`src/rtl/adc_host_pkg.sv`:
```
package adc_host_pkg;

    typedef enum logic [2:0] {
        S_IDLE,
        S_CONV,
        S_BUSY_RISE,
        S_BUSY_FALL,
        S_RD_LO,
        S_RD_HI,
        S_DONE,
        S_ABORT
    } host_state_e;

endpackage

```
`src/rtl/adc_phase_timer.sv`:
```
module adc_phase_timer #(
    parameter int CNT_W = 4
) (
    input  logic             clk,
    input  logic             rst_n,
    input  logic             load,
    input  logic [CNT_W-1:0] load_val,
    output logic             expired
);

    logic [CNT_W-1:0] cnt_q;

    always_ff @(posedge clk or negedge rst_n) begin
        if (!rst_n) begin
            cnt_q <= '0;
        end else if (load) begin
            cnt_q <= load_val;
        end else if (cnt_q != '0) begin
            cnt_q <= cnt_q - 1'b1;
        end
    end

    assign expired = (cnt_q == '0);

endmodule

```
`src/rtl/adc_word_builder.sv`:
```
module adc_word_builder #(
    parameter int DATA_W = 16
) (
    input  logic              clk,
    input  logic              rst_n,
    input  logic              smp,
    input  logic              byte_mode,
    input  logic              hi_phase,
    input  logic [DATA_W-1:0] bus,
    output logic              wr,
    output logic [DATA_W-1:0] word
);

    localparam int HALF_W = DATA_W / 2;

    logic [HALF_W-1:0] hi_q;

    always_ff @(posedge clk or negedge rst_n) begin
        if (!rst_n) begin
            hi_q <= '0;
        end else if (smp && byte_mode && hi_phase) begin
            hi_q <= bus[HALF_W-1:0];
        end
    end

    always_comb begin
        wr = smp && !(byte_mode && hi_phase);
        if (byte_mode) begin
            word = {hi_q, bus[HALF_W-1:0]};
        end else begin
            word = bus;
        end
    end

endmodule

```
`src/rtl/adc_result_bank.sv`:
```
module adc_result_bank #(
    parameter int NUM_CH = 8,
    parameter int DATA_W = 16,
    parameter int CH_W   = 3
) (
    input  logic                     clk,
    input  logic                     rst_n,
    input  logic                     wr,
    input  logic [CH_W-1:0]          wr_idx,
    input  logic [DATA_W-1:0]        wr_data,
    output logic [NUM_CH*DATA_W-1:0] bank_vec
);

    for (genvar g = 0; g < NUM_CH; g++) begin : g_ch
        logic [DATA_W-1:0] slot_q;
        always_ff @(posedge clk or negedge rst_n) begin
            if (!rst_n) begin
                slot_q <= '0;
            end else if (wr && (wr_idx == CH_W'(g))) begin
                slot_q <= wr_data;
            end
        end
        assign bank_vec[g*DATA_W +: DATA_W] = slot_q;
    end


    bank_hold_chk: assert property (@(posedge clk) disable iff (!rst_n)
        !wr |=> $stable(bank_vec));

endmodule

```
`src/rtl/adc_par_host.sv`:
```
module adc_par_host
    import adc_host_pkg::*;
#(
    parameter int NUM_CH     = 8,
    parameter int DATA_W     = 16,
    parameter int CONV_W     = 2,
    parameter int RD_LO_W    = 3,
    parameter int RD_HI_W    = 2,
    parameter int BUSY_LIMIT = 1000
) (
    input  logic                     clk,
    input  logic                     rst_n,
    input  logic                     start,
    input  logic                     byte_mode,
    output logic                     conv_start,
    input  logic                     adc_busy,
    output logic                     cs_n,
    output logic                     rd_n,
    output logic                     par_ser_pin,
    output logic                     byte_sel_pin,
    input  logic [DATA_W-1:0]        adc_db,
    input  logic                     first_ch,
    output logic                     valid,
    output logic [NUM_CH*DATA_W-1:0] ch_data,
    output logic                     align_err,
    output logic                     timeout_err
);

    localparam int MAX_A  = (CONV_W > RD_LO_W) ? CONV_W : RD_LO_W;
    localparam int MAX_W  = (MAX_A > RD_HI_W) ? MAX_A : RD_HI_W;
    localparam int TMR_W  = $clog2(MAX_W + 1);
    localparam int BTO_W  = $clog2(BUSY_LIMIT + 1);
    localparam int RIDX_W = $clog2(2 * NUM_CH + 1);
    localparam int CH_W   = $clog2(NUM_CH);
    localparam logic [RIDX_W-1:0] RD_WORD = RIDX_W'(NUM_CH);
    localparam logic [RIDX_W-1:0] RD_BYTE = RIDX_W'(2 * NUM_CH);

    host_state_e state_q, state_d;

    logic              byte_q;
    logic [RIDX_W-1:0] rd_idx;
    logic [BTO_W-1:0]  bto_cnt;
    logic              err_q;

    logic              tmr_load;
    logic [TMR_W-1:0]  tmr_val;
    logic              tmr_done;

    logic              smp;
    logic              hi_phase;
    logic [RIDX_W-1:0] ch_full;
    logic [CH_W-1:0]   ch_idx;
    logic              exp_first;
    logic              last_rd;
    logic              bto_hit;
    logic              accept;

    logic              wb_wr;
    logic [DATA_W-1:0] wb_word;

    assign accept    = (state_q == S_IDLE) && start;
    assign smp       = (state_q == S_RD_LO) && tmr_done;
    assign ch_full   = byte_q ? (rd_idx >> 1) : rd_idx;
    assign ch_idx    = ch_full[CH_W-1:0];
    assign exp_first = (ch_full == '0);
    assign hi_phase  = byte_q && !rd_idx[0];
    assign last_rd   = (rd_idx == (byte_q ? RD_BYTE : RD_WORD));
    assign bto_hit   = (bto_cnt == BTO_W'(BUSY_LIMIT - 1));

    // state register
    always_ff @(posedge clk or negedge rst_n) begin
        if (!rst_n) begin
            state_q <= S_IDLE;
        end else begin
            state_q <= state_d;
        end
    end

    // next state
    always_comb begin
        state_d = state_q;
        unique case (state_q)
            S_IDLE:      if (start) state_d = S_CONV;
            S_CONV:      if (tmr_done) state_d = S_BUSY_RISE;
            S_BUSY_RISE: begin
                if (adc_busy)     state_d = S_BUSY_FALL;
                else if (bto_hit) state_d = S_ABORT;
            end
            S_BUSY_FALL: begin
                if (!adc_busy)    state_d = S_RD_LO;
                else if (bto_hit) state_d = S_ABORT;
            end
            S_RD_LO:     if (tmr_done) state_d = S_RD_HI;
            S_RD_HI: begin
                if (tmr_done) state_d = last_rd ? S_DONE : S_RD_LO;
            end
            S_DONE:      state_d = S_IDLE;
            S_ABORT:     state_d = S_IDLE;
            default:     state_d = S_IDLE;
        endcase
    end

    // outputs
    always_comb begin
        conv_start  = 1'b0;
        cs_n        = 1'b1;
        rd_n        = 1'b1;
        valid       = 1'b0;
        align_err   = 1'b0;
        timeout_err = 1'b0;
        unique case (state_q)
            S_CONV:  conv_start = 1'b1;
            S_RD_LO: begin
                cs_n = 1'b0;
                rd_n = 1'b0;
            end
            S_RD_HI: cs_n = 1'b0;
            S_DONE: begin
                valid     = 1'b1;
                align_err = err_q;
            end
            S_ABORT: timeout_err = 1'b1;
            default: ;
        endcase
    end

    assign par_ser_pin  = byte_q;
    assign byte_sel_pin = byte_q;

    // phase timer loads on every state change
    assign tmr_load = (state_d != state_q);
    always_comb begin
        unique case (state_d)
            S_CONV:  tmr_val = TMR_W'(CONV_W - 1);
            S_RD_LO: tmr_val = TMR_W'(RD_LO_W - 1);
            S_RD_HI: tmr_val = TMR_W'(RD_HI_W - 1);
            default: tmr_val = '0;
        endcase
    end

    adc_phase_timer #(.CNT_W(TMR_W)) i_timer (
        .clk      (clk),
        .rst_n    (rst_n),
        .load     (tmr_load),
        .load_val (tmr_val),
        .expired  (tmr_done)
    );

    // burst bookkeeping registers
    always_ff @(posedge clk or negedge rst_n) begin
        if (!rst_n) begin
            byte_q  <= 1'b0;
            rd_idx  <= '0;
            bto_cnt <= '0;
            err_q   <= 1'b0;
        end else begin
            if (accept) begin
                byte_q <= byte_mode;
                rd_idx <= '0;
                err_q  <= 1'b0;
            end else if (smp) begin
                rd_idx <= rd_idx + 1'b1;
                if (first_ch != exp_first) err_q <= 1'b1;
            end
            if ((state_q == S_BUSY_RISE) || (state_q == S_BUSY_FALL)) begin
                bto_cnt <= bto_cnt + 1'b1;
            end else begin
                bto_cnt <= '0;
            end
        end
    end

    adc_word_builder #(.DATA_W(DATA_W)) i_builder (
        .clk       (clk),
        .rst_n     (rst_n),
        .smp       (smp),
        .byte_mode (byte_q),
        .hi_phase  (hi_phase),
        .bus       (adc_db),
        .wr        (wb_wr),
        .word      (wb_word)
    );

    adc_result_bank #(.NUM_CH(NUM_CH), .DATA_W(DATA_W), .CH_W(CH_W)) i_bank (
        .clk      (clk),
        .rst_n    (rst_n),
        .wr       (wb_wr),
        .wr_idx   (ch_idx),
        .wr_data  (wb_word),
        .bank_vec (ch_data)
    );


    rd_needs_cs_chk: assert property (@(posedge clk) disable iff (!rst_n)
        !rd_n |-> !cs_n);


    no_read_while_busy_chk: assert property (@(posedge clk) disable iff (!rst_n)
        !rd_n |-> !adc_busy);


    valid_single_chk: assert property (@(posedge clk) disable iff (!rst_n)
        valid |=> !valid);


    mode_pins_stable_chk: assert property (@(posedge clk) disable iff (!rst_n)
        (conv_start || !cs_n) |=> $stable(par_ser_pin));


    abort_to_idle_chk: assert property (@(posedge clk) disable iff (!rst_n)
        timeout_err |=> (cs_n && !conv_start && !valid));

endmodule

```
`config.mk`:
```
export PLATFORM = sky130hd
export DESIGN_NAME = adc_par_host
export DESIGN_NICKNAME = d
export VERILOG_FILES = /design/src/rtl/adc_host_pkg.sv /design/src/rtl/adc_phase_timer.sv /design/src/rtl/adc_word_builder.sv /design/src/rtl/adc_result_bank.sv /design/src/rtl/adc_par_host.sv
export SDC_FILE = /design/constraint.sdc
export NUM_CORES = 1
export LEC_CHECK = 0
export BUFFER_PORTS_ARGS = -buffer_cell sky130_fd_sc_hd__buf_2
export CORE_UTILIZATION = 42
export DETAILED_ROUTE_END_ITERATION = 10
export PLACE_DENSITY = 0.64
export SLEW_MARGIN = 20
export SYNTH_ARGS = -nofsm -noshare
export SYNTH_HDL_FRONTEND = slang
export SYNTH_SLANG_ARGS = --single-unit
export TNS_END_PERCENT = 1
```
`constraint.sdc`:
```
create_clock -name clk -period 3.7 [get_ports clk]
set_input_delay 0.37 -clock clk [delete_from_list [all_inputs] [get_ports clk]]
set_output_delay 0.37 -clock clk [all_outputs]
set_load 0.01 [all_outputs]
```
======== Word-level counts from Yosys, hierarchy flattened ========
Index checks and enable logic that the tools add are counted.
operators by class
  add/subtract/negate cells ............... 3
  eq/ne operators ......................... 21
  mux-type cells .......................... 27
  reduce and logical (&&, ||, !) cells .... 30
operator list
  kind                                                 count
  equality test 3 bit, second input constant           10
  two-way mux 3 bit                                    7
  case mux 3 bit (7 select lines)                      1
  two-way mux 5 bit                                    4
  two-way mux 16 bit                                   1
  logical AND 1 bit                                    15
  equality test 3 x 2 -> 1 bit, second input constant  4
  adder 10 x 1 -> 10 bit, second input constant        1
  equality test 10 bit, second input constant          1
  two-way mux 10 bit                                   1
  equality test 3 x 1 -> 1 bit, second input constant  3
  two-way mux 1 bit                                    9
  nonzero test 2 bit                                   4
  logical NOT 3 bit                                    2
  two-way mux 2 bit                                    3
  OR reduction 2 bit                                   3
  adder 5 x 1 -> 5 bit, second input constant          1
  equality test 5 bit                                  1
  logical NOT 5 bit                                    1
  case mux 2 bit (2 select lines)                      1
  != test 3 bit                                        1
  logical NOT 1 bit                                    2
  logical NOT 2 bit                                    1
  AND reduction 2 bit                                  1
  3 further kinds                                      3
storage, ports and cells
  register bits ........................... 158
  bits of input ports ..................... 22
  output and inout bits ................... 136

======== Logic depth before layout (Yosys ltp) ========
Gate-level depths: netlist (run 1).
  depth after elaboration ................. 9
  depth in mapped cells ................... 10
  mapped depth without buffers ............ 7

======== By module ========
A second synthesis (run 1) with hierarchy kept.
second synthesis, totals
  cells, all modules ...................... 459
  area total of the unflattened synthesis .. 6727.7 um^2
modules (own cells, without submodules)
  module            instances  cells each  area an instance (um^2)  sequential area each (um^2)
  adc_result_bank   1          279         4914.7                   3203.1
  adc_par_host      1          133         1222.4                   500.5
  adc_word_builder  1          35          476.7                    200.2
  adc_phase_timer   1          12          113.9                    50.0

======== Least setup slack after synthesis (run 1) ========
OpenSTA, ideal clock, no wires.
  path kind ............................... reg2reg
  start point ............................. register i_timer.cnt_q[0]
  end point ............................... register i_bank.g_ch[7].slot_q[4]
  library setup time ...................... 125 ps
  data arrival time ....................... 1990 ps
  required time ........................... 3575 ps
  slack ................................... 1585 ps
  stages on the path, launching flop included .. 10
  path buffers ............................ 3
  clock period less this slack ............ 2115 ps
  path through ............................ dfrtp_1 > inv_1 > ha_1 > buf_2 > and4bb_2 > buf_4 > nand4_1 > nor2_2 > buf_4 > mux2_2
on the way
  word-level cells in the longest chain between the ends .. 4
RTL lines
  what                    RTL line                RTL
  from (decl)             adc_phase_timer.sv:11   logic [CNT_W-1:0] cnt_q;
  from (signal assigned)  adc_phase_timer.sv:17   cnt_q <= load_val;
  from (signal assigned)  adc_phase_timer.sv:19   cnt_q <= cnt_q - 1'b1;
  logical NOT 2 bit       adc_phase_timer.sv:23   assign expired = (cnt_q == '0);
  logical AND 1 bit       adc_par_host.sv:62      assign smp = (state_q == S_RD_LO) && tmr_done;
  logical AND 1 bit       adc_word_builder.sv:27  wr = smp && !(byte_mode && hi_phase);
  logical AND 1 bit       adc_result_bank.sv:19   end else if (wr && (wr_idx == CH_W'(g))) begin
  to (signal assigned)    adc_result_bank.sv:20   slot_q <= wr_data;
  to (decl)               adc_result_bank.sv:15   logic [DATA_W-1:0] slot_q;
Every way passes these cells.
A chain may end at the register's enable or synchronous reset.

======== Worst setup path after layout (run 1) ========
  start point ............................. register i_timer.cnt_q[0]
  end point ............................... register i_bank.g_ch[7].slot_q[6]
Same word-level chain as after synthesis.

==> qor.csv, run 1 <==
metric,value,unit
initial antenna violation count,0,
Vias/cell,5.130,
P per Cell Area,671.8,nW/um^2
syn_area_per_cell,12.07,um^2
number of diodes,0,
Main synth FF type,dfrtp_1,
clock transition at the registers of the reported paths,0.07,ns
Clock Power Share,34.4,%
grt ovf,0,
Max Freq,414.0,MHz
Reg power frac,41.4,%
first-pass GRT wire length,25.16,mm
CP Data Arrival Time,2.73,ns
fin. max-slew vios,0,
sw frac,31.02,%
Worst R2R End,i_bank.g_ch[7].slot_q[6],
failing checks,negative hold slack,
worst-path cell chain,inv_1 > ha_1 > and4bb_2 > nand4_1 > nor2_2 > buf_4 > mux2_2,
#FFs+latches synth,158,
RSZ-0062 raised after global routing,false,
max-cap viol count,0,
Hold WC Path Type,input pin to async pin,
Final Hold Fails,1,
clock root cell,clkbuf_16,
Final Util,53.17,%
Final Skew,0.009145,ns
min Tclk post-route,2.416,ns
r2r setup slk,1.28,ns
drt first pass iters,4,
I/O Buffers,157,
area grow syn2layout,24.22,%
WP buf/inv,2,
Comb pwr share,24.1,%
drt total wl,15.93,mm
kind of start point of the critical path,flop,
asr flop ratio synth,100.0,%
area of the core,15150,um^2
"Seq/Total Area, Yosys",60.99,%
peak supply drop,0.0003447,V
Post-CTS Setup Bufs,0,
"non-filler cells, final",892,
Final setup viols,0,
CP max FO,21,
Chip Height,126.2,um
r2r worst-path depth,7,
final period utilization,65.29,%
max_slew headroom,33.67,%
HPWL after DPL,11.17,mm
CP top delay family,simple AND/OR/NAND/NOR gates,
total CTS buffers,17,
worst r2r src,i_timer.cnt_q[0],
Syn Inst Count,537,
# resized after CTS,0,
Post-synth EDFFs,0,
hold buffer count at cts,0,
row count,45,
Mapped Nets,564,
number of DRC markers in iteration 0,258,
largest net degree at the start of global routing,88,
# DRC,0,
worst slew pin tran,0.9673,ns
CTS max path bufs,2,
Via Count,4576,
vias in the first global route,4534,
Sink Count,158,
Clock Latency Late Sink,0.43,ns
H-tree depth,4,
CTS tree,built,
outcome,finished with violations,
Overall Power,5.410,mW
hold slack,-0.002012,ns
Yosys Warn Count,0,
post-synthesis cell type count,46,
gpl congestion,0.8174,
Worst Path Required,4.01,ns
Die Wd,126.2,um
Switch Pwr,1.678,mW
initial core utilization,42.80,%
Setup Total Neg Slack,0,ns
wire per inst,17.86,um
num ports,158,
Total Die Area,15940,um^2
slowest library cell on the worst path,and4bb_2,
nets@finish,718,
share of post-route cells with drive strength above 1,40.91,%
synthesized cell area,6482,um^2
GRT Resource Usage Total,21.11,%
leakage power,3.775,nW
placed instance count,860,
type of the worst setup path,flop to flop,
critical path's largest stage delay,0.43,ns
remaining antenna violation count after routing,0,
internal power,3.732,mW
Setup crit end kind,flop,
[Yosys cell counts, types with 2 or more instances]
master | instances | area [um^2]
and4b_1 | 2 | 20.02
nand2_1 | 46 | 172.7
inv_1 | 10 | 37.54
xnor2_1 | 6 | 52.55
xor2_1 | 7 | 61.31
nor3_1 | 2 | 10.01
clkbuf_1 | 8 | 30.03
nand4b_1 | 2 | 17.52
a21oi_1 | 46 | 230.2
nor4_1 | 3 | 18.77
mux2_4 | 8 | 120.1
nand3_1 | 8 | 40.04
ha_1 | 5 | 62.56
nand4_1 | 4 | 25.02
o21ai_0 | 40 | 200.2
and3_1 | 2 | 12.51
or4_4 | 2 | 22.52
buf_2 | 15 | 75.07
buf_6 | 5 | 56.30
mux2i_1 | 9 | 90.09
nor4_2 | 2 | 25.02
buf_4 | 3 | 22.52
nor2_1 | 57 | 214.0
or3_1 | 2 | 12.51
dfrtp_1 | 158 | 3954
mux2_2 | 65 | 732.0
[metal layers]
layer,up-vias,global-route usage [%],wire [um],share of wire [%]
li1,2151,-,-,-
met1,2271,27.71,7060,44
met2,136,33.44,7615,48
met3,18,5.905,962,6.0
met4,0,7.796,291,1.8
met5,-,0,0,0
[metrics by stage]
step | worst slack (ns) | area, um^2
floorplan | 1.585 | 6482
global placement | 1.369 | 7408
detailed placement | 1.296 | 7408
CTS | 1.287 | 8049
global route | 1.109 | 8053
finish | 1.284 | 8053
[power by group through the flow]
| stage | Combinational [mW] | Sequential [mW] | Clock [mW] |
|---|---|---|---|
| after CTS | 1.31 | 2.24 | 1.90 |
| after global routing | 1.43 | 2.28 | 1.99 |
| final | 1.31 | 2.24 | 1.86 |
| after global placement | 1.28 | 2.26 | 0 |
| after floorplan | 0.742 | 2.31 | 0 |
| after detailed placement | 1.31 | 2.27 | 0 |
[placed cells by master (no fill, tap or decap), types with 2 or more instances in the layout]
cell type | netlist | routed
a21oi_1 | 46 | 46
and3_1 | 2 | 2
and4b_1 | 2 | 2
buf_2 | 15 | 156
buf_4 | 3 | 9
bufinv_16 | 0 | 4
clkbuf_16 | 0 | 17
clkbuf_8 | 0 | 2
clkinv_2 | 0 | 2
clkinv_4 | 0 | 3
clkinvlp_4 | 0 | 3
dfrtp_1 | 158 | 158
ha_1 | 5 | 5
inv_1 | 10 | 10
mux2_2 | 65 | 65
mux2_4 | 8 | 8
mux2i_1 | 9 | 8
nand2_1 | 46 | 46
nand3_1 | 8 | 8
nand4_1 | 4 | 4
nand4b_1 | 2 | 2
nor2_1 | 57 | 57
nor3_1 | 2 | 2
nor4_1 | 3 | 3
o21ai_0 | 40 | 40
or3_1 | 2 | 2
or4_4 | 2 | 2
xnor2_1 | 6 | 6
xor2_1 | 7 | 7
[cell type report]
| type | instances | area [um^2] |
|---|---|---|
| inverters | 11 | 41.29 |
| clock inverters | 13 | 187.7 |
| multi-input cells | 337 | 2322 |
| fillers | 1294 | 7093 |
| flip-flops and latches | 158 | 3954 |
| repair buffers | 166 | 859.6 |
| well taps | 188 | 235.2 |
| clock buffers | 19 | 452.9 |
[sequential cells by signal (all words and copies together) (netlist names)]
signal / flops
rd_idx: 5
bto_cnt: 10
i_timer.cnt_q: 2
err_q: 1
i_builder.hi_q: 8
i_bank.g_ch.slot_q: 128
state_q: 3
byte_sel_pin: 1
[logic make-up after synthesis]
kind of cell | share of synthesized area, %
AOI/OAI and AO/OA | 7.779
xor gates and xnor gates | 1.756
DFF | 60.99
buffers and inverters | 3.474
adders and majority gates | 0.9651
and+or+nand+nor | 10.50
muxes | 14.53
[worst max-delay path by stage]
| stage | slack, ns | cells past startpoint | from | endpoint |
|---|---|---|---|---|
| after floorplan | 1.59 | 9 | i_timer.cnt_q[0] | i_bank.g_ch[7].slot_q[4] |
| after global placement | 1.37 | 7 | i_timer.cnt_q[0] | i_bank.g_ch[7].slot_q[6] |
| after detailed placement | 1.30 | 7 | i_timer.cnt_q[0] | i_bank.g_ch[7].slot_q[6] |
| after CTS | 1.29 | 7 | i_timer.cnt_q[0] | i_bank.g_ch[7].slot_q[6] |
| after global routing | 1.11 | 7 | i_timer.cnt_q[0] | i_bank.g_ch[7].slot_q[4] |
| final | 1.28 | 7 | i_timer.cnt_q[0] | i_bank.g_ch[7].slot_q[6] |
Power figures use the tool's default switching activity.
==> inputs of run 2 (changes only) <==
--- a/config.mk
+++ b/config.mk
@@ -8,7 +8,7 @@
 export BUFFER_PORTS_ARGS = -buffer_cell sky130_fd_sc_hd__buf_2
 export CORE_UTILIZATION = 42
 export DETAILED_ROUTE_END_ITERATION = 10
-export PLACE_DENSITY = 0.64
+export PLACE_DENSITY = 0.67
 export SLEW_MARGIN = 20
 export SYNTH_ARGS = -nofsm -noshare
 export SYNTH_HDL_FRONTEND = slang
==> constraint.sdc (replaced) <==
create_clock -name clk -period 2.1 [get_ports clk]
set_input_delay 0.21 -clock clk [delete_from_list [all_inputs] [get_ports clk]]
set_output_delay 0.21 -clock clk [all_outputs]
set_load 0.01 [all_outputs]
==> run 2 against run 1 <==
Net effect: the flow now finishes without violations; clock power rose by 77%; die area did not move; clock skew barely moved; critical endpoint unchanged; largest cell class unchanged.
==> qor.csv, run 2 (synthesis results as in run 1) <==
metric,value,unit,change
max reg flops,128,,unchanged
leakage power,3.937,nW,was 3.775 nW
RSZ-0062 raised after global routing,true,,was false
first-pass GRT wire length,26.61,mm,was 25.16 mm
Overall Power,9.876,mW,was 5.410 mW
Chip Height,126.2,um,unchanged
drt first pass iters,4,,unchanged
Post-CTS Setup Bufs,0,,unchanged
worst r2r src,i_timer.cnt_q[0],,unchanged
Worst Path Required,2.41,ns,was 4.01 ns
Total Die Area,15940,um^2,unchanged
number of diodes,0,,unchanged
r2r worst-path depth,6,,was 7
Final Hold Fails,0,,was 1
Clock Latency Late Sink,0.43,ns,about the same
Comb pwr share,26.8,%,was 24.1%
clock root cell,clkbuf_16,,unchanged
row count,45,,unchanged
Vias/cell,5.206,,was 5.130
area grow syn2layout,28.18,%,was 24.22%
min Tclk post-route,2.000,ns,was 2.416 ns
total CTS buffers,17,,unchanged
kind of start point of the critical path,flop,,unchanged
Die Wd,126.2,um,unchanged
I/O Buffers,157,,unchanged
drt total wl,16.74,mm,was 15.93 mm
Sink Count,158,,unchanged
Worst setup endpoint,i_bank.g_ch[7].slot_q[6],,unchanged
share of post-route cells with drive strength above 1,43.19,%,was 40.91%
largest net degree at the start of global routing,62,,was 88
vias in the first global route,4775,,was 4534
nets@finish,748,,was 718
peak supply drop,0.0005783,V,was 0.0003447 V
gpl congestion,0.8370,,was 0.8174
Switch Pwr,3.161,mW,was 1.678 mW
Reg with most FFs,i_bank.g_ch.slot_q,,unchanged
crit path from,i_timer.cnt_q[0],,unchanged
initial core utilization,42.80,%,unchanged
largest registers,"i_bank.g_ch.slot_q: 128 flops, bto_cnt: 10 flops, i_builder.hi_q: 8 flops",,unchanged
CTS max path bufs,2,,unchanged
H-tree depth,4,,unchanged
fin. max-slew vios,0,,unchanged
Via Count,4800,,was 4576
Max Freq,500.0,MHz,was 414.0 MHz
r2r setup slk,0.1,ns,was 1.28 ns
CP Data Arrival Time,2.31,ns,was 2.73 ns
internal power,6.714,mW,was 3.732 mW
Final Skew,0.009067,ns,was 0.009145 ns
worst slew pin tran,0.5581,ns,was 0.9673 ns
Final setup viols,0,,unchanged
outcome,"finished, final reports clean",,was finished with violations
Setup Total Neg Slack,0,ns,unchanged
Reg power frac,39.9,%,was 41.4%
P per Cell Area,1189,nW/um^2,was 671.8 nW/um^2
# DRC,0,,unchanged
Setup crit end kind,flop,,unchanged
area of the core,15150,um^2,unchanged
max-cap viol count,0,,unchanged
num ports,158,,unchanged
type of the worst setup path,flop to flop,,unchanged
Worst R2R End,i_bank.g_ch[7].slot_q[6],,unchanged
remaining antenna violation count after routing,0,,unchanged
final period utilization,95.24,%,was 65.29%
CTS tree,built,,unchanged
max_slew headroom,62.80,%,was 33.67%
sw frac,32.01,%,was 31.02%
grt ovf,0,,unchanged
wire per inst,18.16,um,was 17.86 um
clock transition at the registers of the reported paths,0.06,ns,was 0.07 ns
Clock Power Share,33.3,%,was 34.4%
CP max FO,10,,was 21
Hold WC Path Type,input pin to flop,,was input pin to async pin
"commonest non-fill, non-tap cell in the layout",dfrtp_1,,unchanged
number of DRC markers in iteration 0,270,,was 258
HPWL after DPL,12.05,mm,was 11.17 mm
"commonest cells after routing, fill and taps aside","158 x dfrtp_1, 156 x buf_2, 65 x mux2_2",,unchanged
GRT Resource Usage Total,22.24,%,was 21.11%
initial antenna violation count,0,,unchanged
-- run 2: cell types whose count changed in the layout (fill, tap and decap cells not counted), sizes merged --
cell,delta
dlygate4sd3,+2
bufinv,-1
clkinvlp,-2
buf,+28
inv,+5
clkbuf,+1
clkinv,-3
-- run 2: cell type report --
| type | instances | area (um^2) |
|---|---|---|
| tap | 188 | 235.2 |
| clock inverter | 12 | 172.7 |
| inverter | 11 | 41.29 |
| multi-input combinational | 337 | 2325 |
| sequential | 158 | 3954 |
| fill | 1280 | 6837 |
| clock buffer | 20 | 466.7 |
| timing repair buffer | 196 | 1115 |
-- run 2: layer usage --
layer	GRT usage [%]	vias to the layer above	wire length, um
li1	-	2222	-
met1	29.18	2396	7423
met2	35.26	148	8065
met3	5.225	34	751
met4	9.851	0	501
met5	0	-	0
-- run 2: critical path, cell delays in order (launching register included) --
cell,delay (ns)
dfrtp_1,0.40
inv_1,0.07
ha_1,0.23
and4bb_2,0.29
nand4_1,0.19
nor2_4,0.32
mux2_2,0.38
-- run 2: timing repair --
action	CTS	global route
gates resized for setup	0	2
hold endpoints to repair	57	0
setup endpoints to repair	0	2
hold buffers	2	0
-- run 2: power groups by stage --
stage	clock network, mW	logic [mW]	registers [mW]
after floorplan	0	1.31	4.08
after global placement	0	2.55	3.96
after detailed placement	0	2.63	3.99
after CTS	3.33	2.65	3.94
after global routing	3.46	2.88	4.00
final	3.29	2.65	3.94
-- run 2: metrics by stage --
stage	instances	util [%]	setup WS [ns]	cell area [um^2]	hold WS, ns
detailed placement	888	50.46	0.1194	7642	0.2193
global placement	888	50.46	0.1595	7642	0.2091
CTS	922	54.81	0.09974	8302	0.09651
floorplan	537	-	0.006315	6487	-0.08559
finish	922	54.86	0.09989	8309	0.1092
global route	922	54.86	-0.004853	8309	0.1086
-- run 2: how the worst min path moves through the flow --
stage                from                         to  slack (ns)  cells past startpoint
3_5_place_dp        rst_n   i_bank.g_ch[5].slot_q[6]        0.22                      1
4_1_cts        adc_db[13]  i_bank.g_ch[2].slot_q[13]         0.1                      3
5_1_grt        adc_db[13]  i_bank.g_ch[2].slot_q[13]        0.11                      3
6_report       adc_db[12]  i_bank.g_ch[2].slot_q[12]        0.11                      3
2_1_floorplan       rst_n                 bto_cnt[0]       -0.09                      0
3_3_place_gp        rst_n   i_bank.g_ch[5].slot_q[6]        0.21                      1
==> inputs of run 3 (changes only) <==
--- a/config.mk
+++ b/config.mk
@@ -5,9 +5,11 @@
 export SDC_FILE = /design/constraint.sdc
 export NUM_CORES = 1
 export LEC_CHECK = 0
+export ABC_AREA = 1
 export BUFFER_PORTS_ARGS = -buffer_cell sky130_fd_sc_hd__buf_2
 export CORE_UTILIZATION = 42
 export DETAILED_ROUTE_END_ITERATION = 10
+export HOLD_SLACK_MARGIN = 0.05
 export PLACE_DENSITY = 0.67
 export SLEW_MARGIN = 20
 export SYNTH_ARGS = -nofsm -noshare
==> run 3 against run 2 <==
Net effect: non-clock buffer count decreased by 25; design area fell by 4.8%; highest routed layer unchanged; core utilization is 0.41 points lower; sequential share of layout area increased by 2.4 points; setup slack improved by 0.15 ns; hold slack about the same; combinational power is 7% higher; synthesized cell count up 26%; largest power group unchanged; register-to-register slack improved by 0.15 ns; global-route usage grew 0.90 points; count of clock-buffer cells in the layout is 2 lower.
==> qor.csv, run 3 <==
metric,value,unit,change
outcome,"finished, final reports clean",,unchanged
initial core utilization,43.20,%,was 42.80%
largest registers,"i_bank.g_ch.slot_q: 128 flops, bto_cnt: 10 flops, i_builder.hi_q: 8 flops",,unchanged
"commonest non-fill, non-tap cell in the layout",nand2_1,,was dfrtp_1
Hold Path Origin,first_ch,,was adc_db[12]
Post-synth EDFFs,0,,unchanged
hold slack,0.1088,ns,was 0.1092 ns
CP max FO,32,,was 10
fin. max-slew vios,0,,unchanged
nets@finish,867,,was 748
H-tree depth,4,,unchanged
kind of start point of the critical path,flop,,unchanged
wire per inst,16.61,um,was 18.16 um
P per Cell Area,1288,nW/um^2,was 1189 nW/um^2
top-count cell post-synth,nand2_1,,was dfrtp_1
type of the worst setup path,flop to flop,,unchanged
leakage power,4.001,nW,was 3.937 nW
Vias/cell,4.938,,was 5.206
Main synth FF type,dfrtp_1,,unchanged
Sink Count,158,,unchanged
"Seq/Total Area, Yosys",62.97,%,was 60.99%
Hold WC Path Type,input pin to flop,,unchanged
Setup crit end kind,flop,,unchanged
CTS tree,built,,unchanged
initial antenna violation count,0,,unchanged
area of the core,14530,um^2,was 15150 um^2
area grow syn2layout,26.05,%,was 28.18%
drt total wl,17.22,mm,was 16.74 mm
synthesized cell area,6279,um^2,was 6482 um^2
Reg with most FFs,i_bank.g_ch.slot_q,,unchanged
Worst R2R End,i_bank.g_ch[0].slot_q[4],,was i_bank.g_ch[7].slot_q[6]
post-synthesis cell type count,23,,was 46
Worst Path Required,2.38,ns,was 2.41 ns
share of the synthesized area in the top cell type,62.97,%,was 60.99%
r2r worst-path depth,7,,was 6
worst slew pin tran,0.5598,ns,was 0.5581 ns
hold path depth,4,,was 3
row count,44,,was 45
HPWL after DPL,11.35,mm,was 12.05 mm
"commonest cells after routing, fill and taps aside","201 x nand2_1, 158 x dfrtp_1, 156 x buf_2",,"was 158 x dfrtp_1, 156 x buf_2, 65 x mux2_2"
number of DRC markers in iteration 0,373,,was 270
Total Die Area,15440,um^2,was 15940 um^2
Die Wd,124.3,um,was 126.2 um
asr flop ratio synth,100.0,%,unchanged
syn_area_per_cell,9.247,um^2,was 12.07 um^2
number of diodes,0,,unchanged
total CTS buffers,17,,unchanged
clock transition at the registers of the reported paths,0.06,ns,about the same
peak supply drop,0.0006809,V,was 0.0005783 V
share of post-route cells with drive strength above 1,24.27,%,was 43.19%
r2r setup slk,0.25,ns,was 0.1 ns
Max Freq,541.4,MHz,was 500.0 MHz
Synth area leaders,"dfrtp_1 63%, nand2_1 12%, o21ai_0 9.4%, inv_1 3.1%, nor2_1 2.3%",,"was dfrtp_1 61%, mux2_2 11%, a21oi_1 3.6%, nor2_1 3.3%, o21ai_0 3.1%"
max-cap viol count,0,,unchanged
num ports,158,,unchanged
Setup Total Neg Slack,0,ns,unchanged
grt ovf,0,,unchanged
Yosys Warn Count,0,,unchanged
RSZ-0062 raised after global routing,false,,was true
hold endpoint,err_q,,was i_bank.g_ch[2].slot_q[12]
clock root cell,clkbuf_16,,unchanged
max_slew headroom,62.64,%,was 62.80%
Final Skew,0.009898,ns,was 0.009067 ns
Mapped Nets,706,,was 564
setup ws final,0.2530,ns,was 0.09989 ns
first-pass GRT wire length,26.89,mm,was 26.61 mm
# DRC,0,,unchanged
Place WS,0.2754,ns,was 0.1194 ns
max reg flops,128,,unchanged
Via Count,5121,,was 4800
Syn Inst Count,679,,was 537
crit path from,byte_sel_pin,,was i_timer.cnt_q[0]
Overall Power,10.19,mW,was 9.876 mW
synth cell count leaders,"201 x nand2_1, 158 x dfrtp_1, 118 x o21ai_0",,"was 158 x dfrtp_1, 65 x mux2_2, 57 x nor2_1"
vias in the first global route,4851,,was 4775
#FFs+latches synth,158,,unchanged
worst r2r src,byte_sel_pin,,was i_timer.cnt_q[0]
cell area after layout,7914,um^2,was 8309 um^2
CP Data Arrival Time,2.13,ns,was 2.31 ns
largest net degree at the start of global routing,74,,was 62
Final setup viols,0,,unchanged
remaining antenna violation count after routing,0,,unchanged
GRT Resource Usage Total,23.14,%,was 22.24%
Clock Latency Late Sink,0.43,ns,about the same
"area leader, netlist",dfrtp_1,,unchanged
min Tclk post-route,1.847,ns,was 2.000 ns
gpl congestion,0.8613,,was 0.8370
CTS max path bufs,2,,unchanged
placed cell area,7276,um^2,was 7642 um^2
final period utilization,87.95,%,was 95.24%
Final Hold Fails,0,,unchanged
I/O Buffers,157,,unchanged
drt first pass iters,5,,was 4
Chip Height,124.3,um,was 126.2 um
run 3: cell types whose count changed in the layout (fill, tap and decap cells not counted), sizes merged, moves of 4 or more:
cell / delta
inv: +43
nor2: -19
xnor2: -4
nand4: +6
mux2: -73
o21ai: +101
buf: -25
nand2: +155
mux2i: -9
xor2: -5
nor3: +4
a21oi: -33
run 3: timing repair:
item	4_1_cts	5_1_grt
hold buffers	2	0
endpoints found under the setup margin	0	0
hold endpoints to repair	35	0
gates resized for setup	0	0
buffers inserted	0	0
run 3: layout make-up:
| class | instances | area [um^2] |
|---|---|---|
| clock buffer | 18 | 439.2 |
| multi-input combinational | 437 | 1978 |
| clock inverter | 14 | 178.9 |
| fill | 1375 | 6620 |
| inverter | 55 | 206.4 |
| tap | 184 | 230.2 |
| timing repair buffer | 171 | 927.1 |
| sequential | 158 | 3954 |
run 3: how the worst max path moves through the flow:
stage | to | slack, ns
after floorplan | i_timer.cnt_q[1] | 0.15
after global placement | i_timer.cnt_q[1] | 0.28
after detailed placement | i_bank.g_ch[0].slot_q[4] | 0.28
after CTS | i_bank.g_ch[0].slot_q[4] | 0.26
after global routing | i_bank.g_ch[0].slot_q[13] | 0.01
final | i_bank.g_ch[0].slot_q[4] | 0.25
run 3: kinds of logic after synthesis:
| group | after synthesis | share of synthesized area, % |
|---|---|---|
| buffers and inverters | 84 | 5.520 |
| DFF | 158 | 62.97 |
| xor gates and xnor gates | 4 | 0.5581 |
| and+or+nand+nor | 271 | 17.22 |
| AOI/OAI and AO/OA | 157 | 12.73 |
| adders and majority gates | 5 | 0.9964 |
run 3: layer usage:
metal,GRT usage (%),up-vias,wire [um]
met4,6.166,0,113
met3,10.01,9,1514
met2,33.41,159,7740
li1,-,2513,-
met5,0,-,0
met1,31.77,2440,7854
run 3: critical path: stages, from the launching register on:
cell	delay [ns]
dfrtp_1	0.57
nand2_1	0.12
o21ai_1	0.22
inv_1	0.14
nand2_1	0.11
nor2_1	0.06
inv_2	0.33
o21ai_0	0.15
run 3: through the flow:
| step | cells | utilization [%] |
|---|---|---|
| after floorplan | 679 | - |
| after global placement | 1003 | 50.06 |
| after detailed placement | 1003 | 50.06 |
| after CTS | 1037 | 54.45 |
| after global routing | 1037 | 54.45 |
| final | 1037 | 54.45 |
run 3: power by group:
group,switching [mW],internal (mW)
sequential,0.416,3.70
clock,1.31,1.93
combinational,1.87,0.966
total,3.60,6.59
